`src/rtl/fw_wprot_pkg.sv`:
```
// Package: shared constants for the firmware write-protection register.
// Assumes a 16-bit register split into two byte lanes.
package fw_wprot_pkg;
    localparam int unsigned REG_W    = 16;
    localparam int unsigned LANE_W   = 8;
    localparam int unsigned LANES    = REG_W / LANE_W;
    localparam int unsigned LOCK_POS = 15;
    localparam int unsigned WEN_POS  = 2;
    localparam logic [REG_W-1:0] RST_VALUE = 16'h07C1;
    localparam logic [REG_W-1:0] RO_MASK   = 16'h7800;  // bits 14:11 fixed
    localparam logic [REG_W-1:0] STICKY    = 16'h8000;  // set-only bits
endpackage

```
`src/rtl/fw_wprot_reg.sv`:
```
// Module: register storage with byte-lane enables, fixed bits and a
// set-only lock bit. It also exposes the lock value that a write in
// progress would produce, so that the SMI logic can apply it to the same write.
// Assumes a synchronous active-low reset.
module fw_wprot_reg
    import fw_wprot_pkg::*;
(
    input  logic              clk,
    input  logic              rst_n,
    input  logic              wr,
    input  logic [LANES-1:0]  be,
    input  logic [REG_W-1:0]  wdata,
    output logic [REG_W-1:0]  q,
    output logic              lock_next
);
    logic [REG_W-1:0] lane_mask;
    logic [REG_W-1:0] d;

    // Expand the byte enables to per-bit masks, one lane per generate step.
    for (genvar g = 0; g < LANES; g++) begin : g_lane
        assign lane_mask[g*LANE_W +: LANE_W] = {LANE_W{wr & be[g]}};
    end

    // Next value: plain bits take the write data, sticky bits only set, fixed bits hold.
    always_comb begin
        d = (q & ~(lane_mask & ~RO_MASK & ~STICKY))
          | (wdata & lane_mask & ~RO_MASK & ~STICKY);
        d = d | (wdata & lane_mask & STICKY);
    end

    assign lock_next = d[LOCK_POS];

    // State update with synchronous reset to the documented value.
    always_ff @(posedge clk) begin
        if (!rst_n) q <= RST_VALUE;
        else        q <= d;
    end
endmodule

```
`src/rtl/fw_wprot_smi.sv`:
```
// Module: turns a 0-to-1 write of the enable bit into a one-cycle SMI pulse,
// qualified by the lock value that applies to that write.
// Assumes the write strobe is one cycle per write.
module fw_wprot_smi (
    input  logic clk,
    input  logic rst_n,
    input  logic wr_lo,
    input  logic wen_new,
    input  logic wen_cur,
    input  logic lock_next,
    output logic smi
);
    // Register the rising-edge condition so that the pulse lines up with the register update.
    always_ff @(posedge clk) begin
        if (!rst_n) smi <= 1'b0;
        else        smi <= wr_lo & wen_new & ~wen_cur & lock_next;
    end
endmodule

```
`src/rtl/fw_wprot_gate.sv`:
```
// Module: decides whether a bus write is forwarded or aborted.
// Assumes the hit inputs are valid in the same cycle as the request.
module fw_wprot_gate (
    input  logic req,
    input  logic range_hit,
    input  logic regspace_hit,
    input  logic wen,
    output logic fwd,
    output logic abort
);
    // Abort protected-range writes unless enabled; register space is exempt.
    always_comb begin
        abort = req & range_hit & ~regspace_hit & ~wen;
        fwd   = req & ~abort;
    end
endmodule

```
`src/rtl/fw_wprot_ctl.sv`:
```
// Module: top of the firmware write-protection control register.
// Connects storage, SMI pulse generation and the write gate.
// Assumes range decoding is done outside and supplied as hit flags.
module fw_wprot_ctl
    import fw_wprot_pkg::*;
(
    input  logic        clk,
    input  logic        rst_n,
    input  logic        reg_wr,
    input  logic [1:0]  reg_be,
    input  logic [15:0] reg_wdata,
    output logic [15:0] reg_rdata,
    input  logic        fw_wr_req,
    input  logic        fw_range_hit,
    input  logic        fw_regspace_hit,
    output logic        fw_wr_fwd,
    output logic        fw_wr_abort,
    output logic        smi_req
);
    logic [REG_W-1:0] q;
    logic             lock_next;

    fw_wprot_reg u_reg (
        .clk(clk), .rst_n(rst_n), .wr(reg_wr), .be(reg_be),
        .wdata(reg_wdata), .q(q), .lock_next(lock_next)
    );

    fw_wprot_smi u_smi (
        .clk(clk), .rst_n(rst_n), .wr_lo(reg_wr & reg_be[WEN_POS / LANE_W]),
        .wen_new(reg_wdata[WEN_POS]), .wen_cur(q[WEN_POS]),
        .lock_next(lock_next), .smi(smi_req)
    );

    fw_wprot_gate u_gate (
        .req(fw_wr_req), .range_hit(fw_range_hit), .regspace_hit(fw_regspace_hit),
        .wen(q[WEN_POS]), .fwd(fw_wr_fwd), .abort(fw_wr_abort)
    );

    assign reg_rdata = q;
endmodule

```
`config.mk`:
```
export PLATFORM = sky130hd
export DESIGN_NAME = fw_wprot_ctl
export DESIGN_NICKNAME = d
export VERILOG_FILES = /design/src/rtl/fw_wprot_pkg.sv /design/src/rtl/fw_wprot_reg.sv /design/src/rtl/fw_wprot_smi.sv /design/src/rtl/fw_wprot_gate.sv /design/src/rtl/fw_wprot_ctl.sv
export SDC_FILE = /design/constraint.sdc
export NUM_CORES = 1
export LEC_CHECK = 0
export BUFFER_PORTS_ARGS = -buffer_cell sky130_fd_sc_hd__buf_2
export CORE_MARGIN = 1
export CORE_UTILIZATION = 40
export CTS_CLUSTER_SIZE = 10
export DETAILED_ROUTE_END_ITERATION = 7
export GPL_TIMING_DRIVEN = 0
export PLACE_DENSITY = 0.81
export SYNTH_ARGS = -nofsm -noshare
export SYNTH_HDL_FRONTEND = slang
export SYNTH_SLANG_ARGS = --single-unit
```
`constraint.sdc`:
```
create_clock -name clk -period 1.3 [get_ports clk]
set_clock_uncertainty 0.1 [all_clocks]
set_input_delay 0.325 -clock clk [delete_from_list [all_inputs] [get_ports clk]]
set_output_delay 0.325 -clock clk [all_outputs]
set_load 0.05 [all_outputs]
```
==> run_results.csv <==
group,metric,value,unit
status,status,"finished, violations left",
status,violations,"setup timing",
global_route,met3_usage,0.0388,
global_route,use_met2,0.284,
pwr,power.switching,0.304,mW
drt,vias_per_cell,4.95,
sta,fin_ws,-0.245,ns
clock_network,cts_buffers,3,
sta,period_share,1.19,
place,gp_congestion,0.720,
hold_path,hold_depth,2,
worst_setup_path,critPathLaunchType,"flop",
pwr,netSwitchingFraction,0.322,
synthesis,syn_inst,62,
pwr,seq_power_share,0.451,
drt,drc_errors,0,
synthesis,synth.distinct_cells,18,
global_route,globalRoute.busiestLayer,"met2",
place,dp_hpwl,964,um
sta,fmax,0.647,GHz
worst_setup_path,worstSetupPathType,"reg -> out",
drt,drtIter0Drc,3,
global_route,grt_first_pass_wirelength,2240,um
worst_setup_path,r2r_cells,3,
floorplan,io_pins,43,
global_route,grt_use_total,0.166,
worst_setup_path,arrival,1.12,ns
worst_setup_path,path_max_fanout,2,
pwr,pwr-share-comb,0.280,
drt,drt_wl_total,1380,um
worst_setup_path,path_cells,"and4bb_4, nor2b_4, buf_6",
floorplan,die-area,1780,um2
global_route,grt_overflow_total,0,
place,dpl_cell_area,857,um2
pwr,power_frac_clock,0.269,
floorplan,die-height,42.1,um
synthesis,ys_seq_area_frac,0.404,
final_layout,drive_above_1_share,0.567,
worst_setup_path,cp_slowest_cell,"dfxtp_2",
synthesis,syn_avg_cell_area,10.4,um2
final_layout,multi_input_area,335,um2
run,cap_violations,0,
global_route,met1_usage,0.189,
clock_network,clock_sinks,13,
floorplan,die_width,42.1,um
final_layout,antenna_cells,0,
sta,period_minus_slack,1.54,ns
worst_setup_path,required,0.88,ns
floorplan,initial_core_util,0.428,
final_layout,post-route-util,0.629,
place,dp_cells,115,
clock_network,cts_tree,"built",
final_layout,area_delta_synth_final,47.0,%
clock_network,clk_latency,0.27,ns
clock_network,root_buffer,"clkbuf_4",
place,port_buffers,34,
final_layout,fillCellCount,149,
clock_network,htreeDepth,1,
drt,wire_per_inst,11.5,um
place,dp_slack,-0.146,ns
worst_setup_path,cpPeakStageDelay,0.33,ns
clock_network,path_clk_slew,0.08,ns
drt,final_antenna_net_count,0,
synthesis,synth_area,644,um2
final_layout,num-nets-final,129,
floorplan,core_region_area,1510,um2
drt,via_count,594,
hold_path,holdCritStartpoint,"rst_n",
global_route,antenna_found_initial,0,
final_layout,fin_area,947,um2
floorplan,rows,14,
clock_network,cts_buffer_depth,2,
sta,grt_setup_unrepaired,"yes",
global_route,grt_max_degree,11,
final_layout,final_cells,120,
synthesis,yosys_register_bits,13,
sta,drv_slew,0,
sta,setup_viol,3,
pwr,peakVddDrop,659,uV
worst_setup_path,end_kind,"output pin",
pwr,intPower,0.640,mW
synthesis,ys_warn_count,0,
hold_path,hp-class,"in -> reg",
worst_setup_path,rrSetupSlack,0.37,ns
sta,finalHoldViolCount,0,
pwr,power_density,996,nW/um2
global_route,grt_pass1_vias,541,
pwr,p_leak,0.476,nW
final_layout,regArea,263,um2
drt,drt-pass1-iter-count,4,
[routing by layer]
metal	vias to the layer above	wire, um	part of all wire
li1	297	-	-
met1	266	583	0.42
met2	27	690	0.50
met3	4	91	0.066
met4	0	18	0.013
met5	-	0	0
[cells in the mapped netlist]
master    count  area [um2]
nor3b_2       1        12.5
nand4b_4      1        23.8
and3b_2       2        20.0
and4bb_2      1        12.5
o21ai_1       6        30.0
a21oi_1       6        30.0
nor2b_1       2        12.5
dfxtp_1      13         260
a31oi_4       1        21.3
conb_1        1        3.75
buf_4         6        45.0
o21a_1        5        37.5
and3b_1       4        35.0
buf_6         2        22.5
and3_1        1        6.26
a21boi_0      5        37.5
clkbuf_1      1        3.75
and3_2        4        30.0
[kinds of logic after synthesis]
logic type      after synthesis  synth area share
flops                        13             0.404
simple gates                 16             0.237
other cells                   1           0.00582
compound gates               23             0.243
buf+inv                       9             0.111
[placed cells by master, fill, tap and decap left out, types with 4 or more instances in the layout]
cell type and n:
and3b_1 4, a21boi_0 5, buf_6 5, and3_2 4
dfxtp_1 11, o21a_1 5, buf_2 20, conb_1 4
o21ai_1 6, buf_4 13, a21oi_1 6, clkbuf_4 7
[area by class of cell]
cell class | count | area share
Clock buffer | 4 | 0.0277
Buffer | 9 | 0.0753
Sequential cell | 13 | 0.277
Timing Repair Buffer | 35 | 0.244
Multi-Input combinational cell | 43 | 0.354
Tap cell | 16 | 0.0211
[through the flow]
step	hold WS, ns	setup TNS (ns)	total power [mW]
floorplan	0.343	-0.0390	0.611
global placement	0.378	-0.252	0.674
detailed placement	0.387	-0.267	0.677
CTS	0.178	-0.602	0.948
global route	0.193	-0.672	0.985
finish	0.185	-0.565	0.944
[power groups by stage]
stage | clock, mW | combinational (mW) | sequential (mW)
2_1_floorplan | 0 | 0.121 | 0.490
3_3_place_gp | 0 | 0.241 | 0.433
3_5_place_dp | 0 | 0.244 | 0.434
4_1_cts | 0.263 | 0.260 | 0.425
5_1_grt | 0.277 | 0.281 | 0.428
6_report | 0.253 | 0.265 | 0.426
[critical path, delay by kind of cell (launching register included)]
| family | cells | cell delay, ns |
|---|---|---|
| DFF | 1 | 0.33 |
| and+or+nand+nor | 2 | 0.38 |
| buffers and inverters | 1 | 0.14 |
[timing repair]
item,in CTS,in global routing
endpoints found under the setup margin,8,10
buffers inserted,1,0
gates resized for setup,14,9
hold buffers,0,0
[worst max-delay path by stage]
stage               cells past startpoint  slack, ns             from          end
floorplan                               2      -0.04  fw_regspace_hit    fw_wr_fwd
global placement                        3      -0.14  fw_regspace_hit  fw_wr_abort
detailed placement                      3      -0.15  fw_regspace_hit  fw_wr_abort
CTS                                     3      -0.26             flop    fw_wr_fwd
global route                            3      -0.28             flop    fw_wr_fwd
finish                                  3      -0.24             flop    fw_wr_fwd
Note: power is estimated with default switching activity, not from simulation.
